===== src/rtl/rxmb_pkg.sv =====
package rxmb_pkg;

    localparam int RID_W   = 30;   // identifier width in register format
    localparam int XID_W   = 29;   // extended identifier width
    localparam int EXT_POS = 29;   // format flag position
    localparam int SID_W   = 11;   // standard identifier width
    localparam int SID_LSB = 18;   // standard identifier placement
    localparam int LEN_W   = 4;
    localparam int DATA_W  = 64;

    typedef enum logic [1:0] {
        MB_OFF = 2'd0,
        MB_RX  = 2'd1,
        MB_OVR = 2'd2,
        MB_RSV = 2'd3
    } mb_mode_e;

    typedef struct packed {
        logic [LEN_W-1:0]  len;
        logic              rtr;
        logic [RID_W-1:0]  id;
        logic [DATA_W-1:0] data;
    } mb_rec_t;

    // Map a received identifier into the 30-bit register layout.
    function automatic logic [RID_W-1:0] make_reg_id(input logic ext,
                                                     input logic [XID_W-1:0] id);
        logic [RID_W-1:0] r;
        if (ext) begin
            r = {1'b1, id};
        end else begin
            r = {1'b0, id[SID_W-1:0], {SID_LSB{1'b0}}};
        end
        return r;
    endfunction

endpackage


===== src/rtl/rxmb_filter.sv =====
module rxmb_filter
    import rxmb_pkg::*;
#(
    parameter int NUM_MB = 8
) (
    input  logic [RID_W-1:0]        frame_id,
    input  logic [NUM_MB*RID_W-1:0] cfg_id,
    input  logic [NUM_MB*RID_W-1:0] cfg_mask,
    input  logic [2*NUM_MB-1:0]     cfg_mode,
    input  logic [NUM_MB-1:0]       ready_q,
    output logic [NUM_MB-1:0]       free_o,   // accepts, enabled, empty
    output logic [NUM_MB-1:0]       ovr_o,    // accepts, overwrite mode
    output logic [NUM_MB-1:0]       elig_o    // accepts, enabled
);

    for (genvar i = 0; i < NUM_MB; i++) begin : g_mb
        logic [RID_W-1:0] id_i;
        logic [RID_W-1:0] mask_i;
        logic [1:0]       mode_i;
        logic             match_i;
        logic             rx_en_i;

        assign id_i    = cfg_id[i*RID_W +: RID_W];
        assign mask_i  = cfg_mask[i*RID_W +: RID_W];
        assign mode_i  = cfg_mode[2*i +: 2];
        assign match_i = ((frame_id ^ id_i) & mask_i) == '0;
        assign rx_en_i = (mode_i == MB_RX) || (mode_i == MB_OVR);

        assign free_o[i] = match_i & rx_en_i & ~ready_q[i];
        assign ovr_o[i]  = match_i & (mode_i == MB_OVR);
        assign elig_o[i] = match_i & rx_en_i;
    end

endmodule


===== src/rtl/rxmb_first_set.sv =====
module rxmb_first_set #(
    parameter int NUM_MB = 8,
    localparam int IDX_W = (NUM_MB > 1) ? $clog2(NUM_MB) : 1
) (
    input  logic [NUM_MB-1:0] vec_i,
    output logic              found_o,
    output logic [IDX_W-1:0]  idx_o
);

    // Lowest set bit wins: scan downward so the last hit is the lowest.
    always_comb begin
        found_o = 1'b0;
        idx_o   = '0;
        for (int i = NUM_MB - 1; i >= 0; i--) begin
            if (vec_i[i]) begin
                found_o = 1'b1;
                idx_o   = IDX_W'(i);
            end
        end
    end

endmodule


===== src/rtl/rxmb_bank.sv =====
module rxmb_bank
    import rxmb_pkg::*;
#(
    parameter int NUM_MB = 8,
    localparam int IDX_W = (NUM_MB > 1) ? $clog2(NUM_MB) : 1
) (
    input  logic                  clk,
    input  logic                  rst_n,
    input  logic                  store_i,
    input  logic [IDX_W-1:0]      idx_i,
    input  logic                  over_i,
    input  logic                  drop_i,
    input  logic [NUM_MB-1:0]     rearm_i,
    input  mb_rec_t               rec_i,
    output logic [NUM_MB-1:0]     ready_o,
    output logic [NUM_MB-1:0]     lost_o,
    output logic [NUM_MB-1:0]     irq_o,
    output logic                  ovf_o,
    output mb_rec_t [NUM_MB-1:0]  rec_o
);

    typedef struct packed {
        logic [NUM_MB-1:0]    ready;
        logic [NUM_MB-1:0]    lost;
        logic [NUM_MB-1:0]    irq;
        logic                 ovf;
        mb_rec_t [NUM_MB-1:0] rec;
    } bank_t;

    bank_t st_d, st_q;

    always_comb begin
        st_d       = st_q;
        st_d.irq   = '0;
        st_d.ready = st_q.ready & ~rearm_i;
        st_d.lost  = st_q.lost  & ~rearm_i;
        if (store_i) begin
            st_d.ready[idx_i] = 1'b1;
            st_d.lost[idx_i]  = over_i;
            st_d.irq[idx_i]   = 1'b1;
            st_d.rec[idx_i]   = rec_i;
        end
        if (drop_i) begin
            st_d.ovf = 1'b1;
        end
    end

    always_ff @(posedge clk or negedge rst_n) begin
        if (!rst_n) begin
            st_q <= '0;
        end else begin
            st_q <= st_d;
        end
    end

    assign ready_o = st_q.ready;
    assign lost_o  = st_q.lost;
    assign irq_o   = st_q.irq;
    assign ovf_o   = st_q.ovf;
    assign rec_o   = st_q.rec;

endmodule


===== src/rtl/rxmb_alloc.sv =====
module rxmb_alloc
    import rxmb_pkg::*;
#(
    parameter int NUM_MB = 8,
    localparam int IDX_W = (NUM_MB > 1) ? $clog2(NUM_MB) : 1
) (
    input  logic                    clk,
    input  logic                    rst_n,
    input  logic                    frm_valid,
    input  logic                    frm_ext,
    input  logic [XID_W-1:0]        frm_id,
    input  logic [LEN_W-1:0]        frm_len,
    input  logic                    frm_rtr,
    input  logic [DATA_W-1:0]       frm_data,
    input  logic [2*NUM_MB-1:0]     cfg_mode,
    input  logic [NUM_MB*RID_W-1:0] cfg_id,
    input  logic [NUM_MB*RID_W-1:0] cfg_mask,
    input  logic [NUM_MB-1:0]       rearm_mask,
    input  logic [IDX_W-1:0]        rd_sel,
    output logic [NUM_MB-1:0]       mb_ready,
    output logic [NUM_MB-1:0]       mb_lost,
    output logic [NUM_MB-1:0]       mb_rx_irq,
    output logic                    overflow,
    output logic [31:0]             rd_status,
    output logic [RID_W-1:0]        rd_id,
    output logic [31:0]             rd_data_lo,
    output logic [31:0]             rd_data_hi
);

    logic [RID_W-1:0]     frame_id;
    logic [NUM_MB-1:0]    free_vec, ovr_vec, elig_vec;
    logic                 free_found, ovr_found;
    logic [IDX_W-1:0]     free_idx, ovr_idx;
    logic                 store, drop, over;
    logic [IDX_W-1:0]     tgt_idx;
    mb_rec_t              new_rec;
    mb_rec_t [NUM_MB-1:0] recs;
    mb_rec_t              sel_rec;
    logic                 sel_ready, sel_lost;

    assign frame_id = make_reg_id(frm_ext, frm_id);

    rxmb_filter #(.NUM_MB(NUM_MB)) u_filter (
        .frame_id (frame_id),
        .cfg_id   (cfg_id),
        .cfg_mask (cfg_mask),
        .cfg_mode (cfg_mode),
        .ready_q  (mb_ready),
        .free_o   (free_vec),
        .ovr_o    (ovr_vec),
        .elig_o   (elig_vec)
    );

    rxmb_first_set #(.NUM_MB(NUM_MB)) u_pick_free (
        .vec_i   (free_vec),
        .found_o (free_found),
        .idx_o   (free_idx)
    );

    rxmb_first_set #(.NUM_MB(NUM_MB)) u_pick_ovr (
        .vec_i   (ovr_vec),
        .found_o (ovr_found),
        .idx_o   (ovr_idx)
    );

    // An empty mailbox always wins over an overwrite. When none is empty,
    // every accepting overwrite mailbox is full, so taking one loses data.
    always_comb begin
        store   = frm_valid & (free_found | ovr_found);
        over    = ~free_found;
        tgt_idx = free_found ? free_idx : ovr_idx;
        drop    = frm_valid & (|elig_vec) & ~(free_found | ovr_found);
        new_rec = '{len: frm_len, rtr: frm_rtr, id: frame_id, data: frm_data};
    end

    rxmb_bank #(.NUM_MB(NUM_MB)) u_bank (
        .clk     (clk),
        .rst_n   (rst_n),
        .store_i (store),
        .idx_i   (tgt_idx),
        .over_i  (over),
        .drop_i  (drop),
        .rearm_i (rearm_mask),
        .rec_i   (new_rec),
        .ready_o (mb_ready),
        .lost_o  (mb_lost),
        .irq_o   (mb_rx_irq),
        .ovf_o   (overflow),
        .rec_o   (recs)
    );

    always_comb begin
        sel_rec   = '0;
        sel_ready = 1'b0;
        sel_lost  = 1'b0;
        if (int'(rd_sel) < NUM_MB) begin
            sel_rec   = recs[rd_sel];
            sel_ready = mb_ready[rd_sel];
            sel_lost  = mb_lost[rd_sel];
        end
        rd_status  = {7'b0, sel_lost, sel_ready, 2'b0, sel_rec.rtr, sel_rec.len, 16'b0};
        rd_id      = sel_rec.id;
        rd_data_lo = sel_rec.data[31:0];
        rd_data_hi = sel_rec.data[63:32];
    end

endmodule


===== config.mk =====
export PLATFORM = sky130hd
export DESIGN_NAME = rxmb_alloc
export DESIGN_NICKNAME = d
export VERILOG_FILES = /design/src/rtl/rxmb_pkg.sv /design/src/rtl/rxmb_filter.sv /design/src/rtl/rxmb_first_set.sv /design/src/rtl/rxmb_bank.sv /design/src/rtl/rxmb_alloc.sv
export SDC_FILE = /design/constraint.sdc
export NUM_CORES = 1
export LEC_CHECK = 0
export BUFFER_PORTS_ARGS = -buffer_cell sky130_fd_sc_hd__buf_2
export CELL_PAD_IN_SITES_DETAIL_PLACEMENT = 0
export CELL_PAD_IN_SITES_GLOBAL_PLACEMENT = 1
export CORE_MARGIN = 8
export CORE_UTILIZATION = 29
export DETAILED_ROUTE_END_ITERATION = 8
export PLACE_DENSITY_LB_ADDON = 0.1
export SLEW_MARGIN = 25
export SYNTH_ARGS = -nofsm -noshare
export SYNTH_HDL_FRONTEND = slang
export SYNTH_HIERARCHICAL = 1
export SYNTH_SLANG_ARGS = --single-unit

===== constraint.sdc =====
create_clock -name clk -period 4.1 [get_ports clk]
set_input_delay 0 -clock clk [delete_from_list [all_inputs] [get_ports clk]]
set_output_delay 0 -clock clk [all_outputs]
set_load 0.02 [all_outputs]

Word-level counts from Yosys, hierarchy flattened
Cells that the tools add are included.
{"block": "classes", "reduce_logical": 18, "n_bitwise": 58, "eq_ne": 16, "magnitude_cmp": 3, "muxes": 47}
{"operator": "bitwise mux 792 bit", "count": 1}
{"operator": "binary-select mux 99 bit (select 3 bit)", "count": 1}
{"operator": "demux 99 bit (select 3 bit)", "count": 1}
{"operator": "AND 30 bit", "count": 8}
{"operator": "logical NOT 30 bit", "count": 8}
{"operator": "bitwise XOR 30 bit", "count": 8}
{"operator": "2-to-1 mux 99 bit", "count": 2}
{"operator": "2-to-1 mux 3 bit", "count": 17}
{"operator": "2-to-1 mux 30 bit", "count": 1}
{"operator": "AND 1 bit", "count": 27}
{"operator": "2-to-1 mux 24 bit", "count": 1}
{"operator": "2-to-1 mux 1 bit", "count": 19}
{"operator": "AND 8 bit", "count": 2}
{"operator": "equality test 2 x 1 -> 1 bit, second input constant", "count": 8}
{"operator": "equality test 2 bit, second input constant", "count": 8}
{"operator": "NOT 1 bit", "count": 10}
{"operator": "bitwise mux 8 bit", "count": 1}
{"operator": "logical OR 1 bit", "count": 8}
{"operator": "less-than comparator 3 x 4 -> 1 bit, second input constant", "count": 2}
{"operator": "NOT 8 bit", "count": 1}
{"operator": "OR 8 bit", "count": 1}
{"operator": "OR reduction 8 bit", "count": 1}
{"operator": "binary-select mux 1 bit (select 3 bit)", "count": 2}
{"operator": "demux 1 bit (select 3 bit)", "count": 1}
{"operator": "other kinds (3)", "count": 3}
{"block": "totals", "elab_cells": 178, "in_bits": 609, "output_inout_bits": 151, "ff_bits": 817}

Longest topological paths before layout
Gate-level depths: netlist of the first run.
{"block": "logic_depth", "word_depth": 21, "depth_mapped": 17, "mapped_depth_nobuf": 12}

By module
Netlist of the first run, hierarchy kept.
{"module": "rxmb_bank", "cells_per_inst": 1742, "seq_area_each_um2": 20444.6, "n_inst": 1, "area_per_inst_um2": 30250.3}
{"module": "rxmb_alloc", "cells_per_inst": 429, "seq_area_each_um2": 0.0, "n_inst": 1, "area_per_inst_um2": 6676.4}
{"module": "rxmb_filter", "cells_per_inst": 502, "seq_area_each_um2": 0.0, "n_inst": 1, "area_per_inst_um2": 3968.8}
{"module": "rxmb_first_set", "cells_per_inst": 13, "seq_area_each_um2": 0.0, "n_inst": 2, "area_per_inst_um2": 80.1}

Worst setup path before layout of the first run
Ideal clock, no wire load.
{"block": "synth_timing", "kind": "input to register", "from": "input port frm_ext", "to": "register u_bank.st_q, in the netlist u_bank/rec_o[10]", "setup_slack_ns": 0.403, "setup_ns": 0.125, "n_path_buf": 5, "stages": 15, "required_time_ns": 3.975, "t_arrival_ns": 3.572, "path_cell_list": "clkbuf_1 clkbuf_1 and2_1 buf_2 xor2_1 a22oi_1 and4_1 and4_2 nor4_1 nand2_1 mux2_2 nor4b_2 buf_4 buf_6 mux2_2"}
{"block": "synth_via", "word_cells_on_any_way": 90, "cone_classes": "2 x order compare; 37 x mux; 42 x bitwise; 9 x reduce/logical"}
{"item": "start, declared", "line_no": "rxmb_alloc.sv:10", "source": "input logic frm_ext,"}
{"item": "2-to-1 mux 30 bit (*)", "line_no": "rxmb_pkg.sv:29", "source": "if (ext) begin"}
{"item": "via frame_id[14]", "line_no": "rxmb_alloc.sv:30", "source": "logic [RID_W-1:0] frame_id;"}
{"item": "bitwise XOR 30 bit (*)", "line_no": "rxmb_filter.sv:26", "source": "assign match_i = ((frame_id ^ id_i) & mask_i) == '0;"}
{"item": "AND 30 bit (*)", "line_no": "rxmb_filter.sv:26"}
{"item": "logical NOT 30 bit (*)", "line_no": "rxmb_filter.sv:26"}
{"item": "AND 1 bit (*) (2 in series)", "line_no": "rxmb_filter.sv:29", "source": "assign free_o[i] = match_i & rx_en_i & ~ready_q[i];"}
{"item": "via free_vec[5]", "line_no": "rxmb_alloc.sv:31", "source": "logic [NUM_MB-1:0] free_vec, ovr_vec, elig_vec;"}
{"item": "2-to-1 mux 1 bit (*) (6 in series)", "line_no": "rxmb_first_set.sv:15", "source": "if (vec_i[i]) begin"}
{"item": "via free_found", "line_no": "rxmb_alloc.sv:32", "source": "logic free_found, ovr_found;"}
{"item": "2-to-1 mux 3 bit (*)", "line_no": "rxmb_alloc.sv:71", "source": "tgt_idx = free_found ? free_idx : ovr_idx;"}
{"item": "via tgt_idx[2]", "line_no": "rxmb_alloc.sv:35", "source": "logic [IDX_W-1:0] tgt_idx;"}
{"item": "less-than comparator 3 x 4 -> 1 bit (not written as such) or greater-or-equal comparator 3 x 1 -> 1 bit (tied branches)", "line_no": "rxmb_bank.sv:41", "source": "st_d.rec[idx_i] = rec_i;"}
{"item": "logical AND 1 bit (not written as such)", "line_no": "rxmb_bank.sv:41"}
{"item": "2-to-1 mux 99 bit (not written as such)", "line_no": "rxmb_bank.sv:41"}
{"item": "demux 99 bit (select 3 bit) (*)"}
{"item": "bitwise mux 792 bit (*)", "line_no": "rxmb_bank.sv:41"}
{"item": "end signal, assigned", "line_no": "rxmb_bank.sv:52", "source": "st_q <= st_d;"}
{"item": "end, declared", "line_no": "rxmb_bank.sv:30", "source": "bank_t st_d, st_q;"}
Mark *: on every way through the listed nets, which the timed path passes. The rest lies on a longest branch.
A chain may end at the register's enable or synchronous reset.

Worst setup path after layout of the first run
{"block": "layout_timing", "from": "input port frm_id[0]", "to": "register u_bank.st_q, in the netlist u_bank/rec_o[446]"}
{"block": "layout_via", "word_cells_on_any_way": 90, "cone_classes": "2 x order compare; 37 x mux; 42 x bitwise; 9 x reduce/logical"}
{"item": "start, declared", "line_no": "rxmb_alloc.sv:11", "source": "input logic [XID_W-1:0] frm_id,"}
{"item": "2-to-1 mux 30 bit (*)", "line_no": "rxmb_pkg.sv:29"}
{"item": "via frame_id[18]", "line_no": "rxmb_alloc.sv:30"}
{"item": "bitwise XOR 30 bit (*)", "line_no": "rxmb_filter.sv:26"}
{"item": "AND 30 bit (*)", "line_no": "rxmb_filter.sv:26"}
{"item": "logical NOT 30 bit (*)", "line_no": "rxmb_filter.sv:26"}
{"item": "AND 1 bit (*)", "line_no": "rxmb_filter.sv:30", "source": "assign ovr_o[i] = match_i & (mode_i == MB_OVR);"}
{"item": "via ovr_vec[2]", "line_no": "rxmb_alloc.sv:31"}
{"item": "2-to-1 mux 3 bit (*) (3 in series)", "line_no": "rxmb_first_set.sv:15"}
{"item": "via ovr_idx[0]", "line_no": "rxmb_alloc.sv:33", "source": "logic [IDX_W-1:0] free_idx, ovr_idx;"}
{"item": "2-to-1 mux 3 bit (*)", "line_no": "rxmb_alloc.sv:71"}
{"item": "via tgt_idx[0]", "line_no": "rxmb_alloc.sv:35"}
{"item": "less-than comparator 3 x 4 -> 1 bit (not written as such) or greater-or-equal comparator 3 x 1 -> 1 bit (tied branches)", "line_no": "rxmb_bank.sv:41"}
{"item": "logical AND 1 bit (not written as such)", "line_no": "rxmb_bank.sv:41"}
{"item": "2-to-1 mux 99 bit (not written as such)", "line_no": "rxmb_bank.sv:41"}
{"item": "demux 99 bit (select 3 bit) (*)"}
{"item": "bitwise mux 792 bit (*)", "line_no": "rxmb_bank.sv:41"}
Marked as above.

==> metrics, run 1 <==
hold path cells 4; Worst Hold Class in -> reg; Reg2Reg Depth 9; clk root buf clkbuf_16; die width 392 µm; clk_lat worst skew 670 ps; vias per cell 4.95; Setup Buffers After CTS 0; Synth Cell Area 41100 µm²; Area growth syn-to-layout 29.6%; worst-path cell chain dlygate4sd3_1 -> buf_2 -> mux2_2 -> buf_12 -> buf_4 -> xor2_1 -> a22o_1 -> a221oi_4 -> buf_4 -> and4_1 -> and3_1 -> nor2b_1 -> o21bai_1 -> o41ai_1 -> mux2_2 -> and4bb_4 -> buf_12 -> buf_12 -> mux2_2; core area 141000 µm²; initial core utilization 29.1%; Place WS -740 ps; max frequency 250 MHz; total power 0.0190 W; Overall Global Routing Usage 22.1%; drt pass-1 iters 5; GP Congestion 1.03; Worst slew margin 45.4%; Netlist cell types 40; instance count on the critical path 19; Final nets 4286; commonest non-fill, non-tap cells in the layout mux2_2 (895), dfrtp_1 (817), buf_2 (730); Area after DPL 48800 µm²; Final Hold Violating Endpoints 0; Largest stage delay, worst path 600 ps; Chip Height 392 µm; worst-margin pin slew 818 ps; Fin Clk Skew 19.2 ps; average cell area after synthesis 15.2 µm²; CP max FO 11; Antenna Nets Post-Route 0; final setup vio count 0; DP Wirelength 135000 µm; crit share post-route 97.6%; WP data required 4650 ps; Synth Register Bits 817; CP endpoint kind flop; peak supply drop 0.302 mV; clock buffer depth 3; Ys Warns 6; design area 53200 µm²; initial antenna violation count 120; GRT overflow 0; largest net degree at the start of global routing 118; final wirelength 174000 µm; CP Launch Type input pin; most common cell after layout, fill and taps aside mux2_2; H-Tree Depth 3; total negative slack 0 ps; MaxCap Viol Count 0; WP data arrival 4560 ps; number of cells produced by synthesis 2699; first-pass GRT wire length 245000 µm; clock slew at reported path FFs 60 ps; IO Pins 760; critical path class in -> reg; Avg WL per Cell 30.7 µm; outcome finished, final reports clean; crit path buf inv count 7; CTS tree built; CTS Sinks 817; Final WS setup 98.4 ps; DRC Markers 0; Seq/Total Area, Yosys 49.8%; vias in the first global route 31300; Largest delay share family, worst path buffers and inverters; row count 138; I/O Buffers 734; DIE AREA 154000 µm²; via count 28100; CTS Buf Count 97; Leak Pwr 26.9 nW; Pwr Density 357 nW/µm²; Max Slew Vio Count 0; slowest stage cell, crit path dlygate4sd3_1; fraction of layout instances using a drive strength above 1 60.5%; initial drt markers 1420; Tmin final 4000 ps
[registers in the layout (all words and copies together), names as in the netlist]
| signal | flops |
|---|---|
| u_bank/ovf_o | 1 |
| u_bank/ready_o | 8 |
| u_bank/lost_o | 8 |
| u_bank/irq_o | 8 |
| u_bank/rec_o | 792 |
[cell usage after synthesis]
library cell	count	share of area, %
mux2_2	895	25
dfrtp_1	817	50
xor2_1	240	5.1
mux4_2	202	11
a22oi_1	96	1.8
buf_2	81	0.99
buf_4	55	1.0
buf_6	32	0.88
nand2_1	26	0.24
inv_1	24	0.22
nor2_1	22	0.20
mux2_4	20	0.73
and2_1	18	0.27
and4_1	18	0.38
clkbuf_1	18	0.16
nand4_1	17	0.26
buf_1	15	0.14
and4_2	14	0.34
nor2b_1	12	0.18
a221oi_2	8	0.29
a22o_1	8	0.17
and3_1	8	0.12
ha_1	8	0.24
nor3_1	8	0.098
o21ai_0	6	0.073
a21o_1	4	0.073
nor4_1	4	0.061
and4bb_1	3	0.091
nand4b_1	3	0.064
a211oi_1	2	0.037
a21oi_1	2	0.024
buf_8	2	0.073
nor4_2	2	0.061
o21bai_1	2	0.037
o41ai_1	2	0.043
a2111oi_0	1	0.021
buf_12	1	0.049
conb_1	1	0.0091
nor4b_2	1	0.037
or2_2	1	0.015
[metrics by stage]
stage | utilization, % | instances | hold slack (ps)
6_report | 37.7 | 5674 | 54.0
5_1_grt | 37.7 | 5662 | 60.1
4_1_cts | 37.6 | 5636 | 4.47
3_5_place_dp | 34.6 | 5369 | 52.9
3_3_place_gp | 34.6 | 5369 | 44.0
2_1_floorplan | - | 2723 | -296
[worst register-to-register path, stage by stage (launching register included)]
cell	delay, ps
dfrtp_1	580
nor3_1	170
and4_2	300
nor4_2	430
nand2_1	220
mux2_2	400
nor4b_4	320
buf_4	250
buf_4	250
mux2_2	360
[final cells by class]
type	count	area, µm²
clock buffer	137	2780
multi-input combinational	1678	19300
inverter	24	90.1
tap	1890	2360
timing repair buffer	1051	7550
fill	13500	87900
clock inverter	39	571
antenna	38	95.1
sequential	817	20400
[cells by family after synthesis]
kind of cell               share of synthesized area [%]
AOI/OAI and AO/OA                                   2.53
xor gates and xnor gates                            5.12
adders and majority gates                          0.244
buffers and inverters                               3.51
DFF                                                 49.8
muxes                                               36.4
other                                            0.00913
and+or+nand+nor                                     2.43
[what timing repair did]
item,4_1_cts,5_1_grt
hold buffers,91,0
hold endpoints to repair,923,0
setup endpoints to repair,0,328
gates resized for setup,0,3
[final timing paths]
| check | startpoint | to | slack (ps) |
|---|---|---|---|
| worst min register to register | u_bank/ovf_o | u_bank/ovf_o | 480 |
| worst max-delay path | frm_id[0] | u_bank/rec_o[446] | 100 |
| max in group asynchronous | rst_n | u_bank/irq_o[2] | 2350 |
| min in group asynchronous | rst_n | u_bank/rec_o[291] | 510 |
| worst min-delay path | frm_id[10] | u_bank/rec_o[767] | 50 |
| worst max register to register | u_bank/ready_o[5] | u_bank/rec_o[24] | 690 |
[power by group]
| group | switching (W) | total (W) | internal, W |
|---|---|---|---|
| clock | 0.00349 | 0.00897 | 0.00548 |
| sequential | 0.0000218 | 0.00813 | 0.00811 |
| combinational | 0.00112 | 0.00190 | 0.000777 |
| total | 0.00464 | 0.0190 | 0.0144 |
[layer usage]
layer	track usage [%]	wire length [µm]
met2	40.2	90100
met3	3.92	8970
met4	6.72	5560
met1	26.6	69300
met5	0	176
No activity file was read; power rests on OpenSTA's default activity.
==> run 2: changes to the inputs <==
--- a/config.mk
+++ b/config.mk
@@ -12,7 +12,7 @@
 export CORE_UTILIZATION = 29
 export DETAILED_ROUTE_END_ITERATION = 8
 export PLACE_DENSITY_LB_ADDON = 0.1
-export SLEW_MARGIN = 25
+export SLEW_MARGIN = 20
 export SYNTH_ARGS = -nofsm -noshare
 export SYNTH_HDL_FRONTEND = slang
 export SYNTH_HIERARCHICAL = 1
==> constraint.sdc (replaced) <==
create_clock -name clk -period 3.8 [get_ports clk]
set_input_delay 0 -clock clk [delete_from_list [all_inputs] [get_ports clk]]
set_output_delay 0 -clock clk [all_outputs]
set_load 0.02 [all_outputs]
==> run 2 against run 1 <==
Effect of this change:
- utilization is 0.089 points lower
- final cell count is 0.46% higher
- setup slack worse by 48 ps
- power is 5.4% higher
- sequential cell count stayed put
- first-iteration DRC count is 0.63% lower
- critical endpoint is now u_bank/rec_o[140]
- largest cell class unchanged
- clock power is 2% higher
- highest routed layer unchanged
==> metrics, run 2 (same netlist as run 1, synthesis figures left out) <==
vias per cell 4.91 (was 4.95); CP endpoint kind flop (unchanged); WP data required 4360 ps (was 4650 ps); clock slew at reported path FFs 60 ps (about the same); vias in the first global route 31100 (was 31300); r2r startpoint u_bank/ready_o[2] (was u_bank/ready_o[5]); commonest non-fill, non-tap cells in the layout mux2_2 (892), dfrtp_1 (817), buf_2 (730) (was mux2_2 (895), dfrtp_1 (817), buf_2 (730)); H-Tree Depth 3 (unchanged); clk_lat worst skew 690 ps (was 670 ps); CP max FO 32 (was 11); row count 138 (unchanged); fraction of layout instances using a drive strength above 1 60.8% (was 60.5%); Worst slew margin 32.5% (was 45.4%); worst-margin pin slew 1010 ps (was 818 ps); hold path cells 4 (unchanged); Comb power frac 10.4% (was 10.0%); Final Core Density 37.6% (was 37.7%); via count 28000 (was 28100); Overall Global Routing Usage 22.0% (was 22.1%); Fin Clk Skew 26.1 ps (was 19.2 ps); initial core utilization 29.1% (unchanged); Area growth syn-to-layout 29.3% (was 29.6%); drt pass-1 iters 5 (unchanged); final wirelength 173000 µm (was 174000 µm); DRC Markers 0 (unchanged); hold_sp frm_id[9] (was frm_id[10]); CTS tree built (unchanged); die width 392 µm (unchanged); WP data arrival 4310 ps (was 4560 ps); Setup Buffers After CTS 0 (unchanged); CP Launch Type input pin (unchanged); clk root buf clkbuf_16 (unchanged); final setup vio count 0 (unchanged); Leak Pwr 26.9 nW (about the same); Worst setup startpoint frm_ext (was frm_id[0]); first-pass GRT wire length 243000 µm (was 245000 µm); Final WS setup 50.8 ps (was 98.4 ps); MaxCap Viol Count 0 (unchanged); GP Congestion 1.08 (was 1.03); Pwr Density 377 nW/µm² (was 357 nW/µm²); I/O Buffers 734 (unchanged); Max Slew Vio Count 0 (unchanged); total negative slack 0 ps (unchanged); critical path class in -> reg (unchanged); Switch Pwr 0.00499 W (was 0.00464 W); Antenna Nets Post-Route 0 (unchanged); CTS Buf Count 96 (was 97); CTS Sinks 817 (unchanged); Internal 0.0150 W (was 0.0144 W); max frequency 267 MHz; Net Sw Frac 24.9% (was 24.4%); Clk network pwr share 45.8% (was 47.2%); peak supply drop 0.349 mV (was 0.302 mV); most common cell after layout, fill and taps aside mux2_2 (unchanged); DP Wirelength 134000 µm (was 135000 µm); outcome finished, final reports clean (unchanged); Place WS -920 ps (was -740 ps); Avg WL per Cell 30.4 µm (was 30.7 µm); RSZ-0062 raised after global routing yes; IO Pins 760 (unchanged); max reg flops 792 (unchanged); GRT overflow 0 (unchanged); Tmin final 3750 ps; core area 141000 µm² (unchanged); initial antenna violation count 124 (was 120); Worst Hold Class in -> reg (unchanged); Reg2Reg Depth 8 (was 9); initial drt markers 1411 (was 1420); largest net degree at the start of global routing 84 (was 118); Final Hold Violating Endpoints 0 (unchanged); clock buffer depth 3 (unchanged); crit share post-route 98.7%; Chip Height 392 µm (unchanged); DIE AREA 154000 µm² (unchanged); Final nets 4297 (was 4286); Sequential Power Share 43.8% (was 42.8%)
-- run 2: area by class of cell --
type | instances | area, µm²
Sequential cell | 817 | 20400
Inverter | 24 | 90.1
Fill cell | 13600 | 88000
Timing Repair Buffer | 1063 | 7560
Tap cell | 1890 | 2360
Clock inverter | 31 | 318
Multi-Input combinational cell | 1678 | 19300
Antenna cell | 51 | 128
Clock buffer | 146 | 2830
-- run 2: metrics by stage --
step | area [µm²] | hold slack, ps | instances | total power (W)
after floorplan | 41100 | -296 | 2723 | 0.00972
after global placement | 48800 | 72.8 | 5385 | 0.0109
after global routing | 53000 | 52.7 | 5682 | 0.0209
after CTS | 52900 | 3.51 | 5648 | 0.0204
final | 53100 | 73.8 | 5700 | 0.0200
after detailed placement | 48800 | 83.3 | 5385 | 0.0110
-- run 2: path summary, 6_finish.rpt --
kind | to | slack, ps
max in group asynchronous | u_bank/rec_o[229] | 2150
min in group asynchronous | u_bank/rec_o[316] | 490
min reg2reg | u_bank/ovf_o | 480
max reg2reg | u_bank/rec_o[140] | 610
min | u_bank/rec_o[568] | 70
max | u_bank/rec_o[140] | 50
-- run 2: per-layer routing --
metal | track usage (%) | routed length [µm] | vias up
met3 | 4.18 | 8800 | 340
li1 | - | - | 12000
met2 | 39.3 | 89100 | 865
met1 | 26.3 | 69100 | 14800
met5 | 0 | 138 | -
met4 | 7.63 | 5950 | 22
-- run 2: repair_timing --
| item | CTS | global route |
|---|---|---|
| hold endpoints to repair | 908 | 1 |
| hold buffers | 86 | 1 |
| cloned | 0 | 0 |
| setup endpoints to repair | 558 | 620 |
| pin swaps | 0 | 2 |
| gates resized for setup | 7 | 10 |
-- run 2: worst max-delay path, stage by stage --
cell      delay [ps]
buf_2            220
buf_12           180
buf_12           140
mux2_4           400
buf_4            180
xor2_1           180
a22oi_1          290
nand4_1          190
nor2_2           210
buf_4            150
and4_2           240
nor4_2            60
nand2_1          180
mux2_2           450
and4bb_4         500
buf_16           260
mux2_2           380
-- run 2: power by group through the flow --
stage	Combinational [W]	Clock [W]	Sequential, W
after detailed placement	0.00202	0	0.00893
after CTS	0.00212	0.00951	0.00877
final	0.00209	0.00917	0.00877
after global placement	0.00200	0	0.00892
after floorplan	0.000798	0	0.00892
after global routing	0.00224	0.00985	0.00877
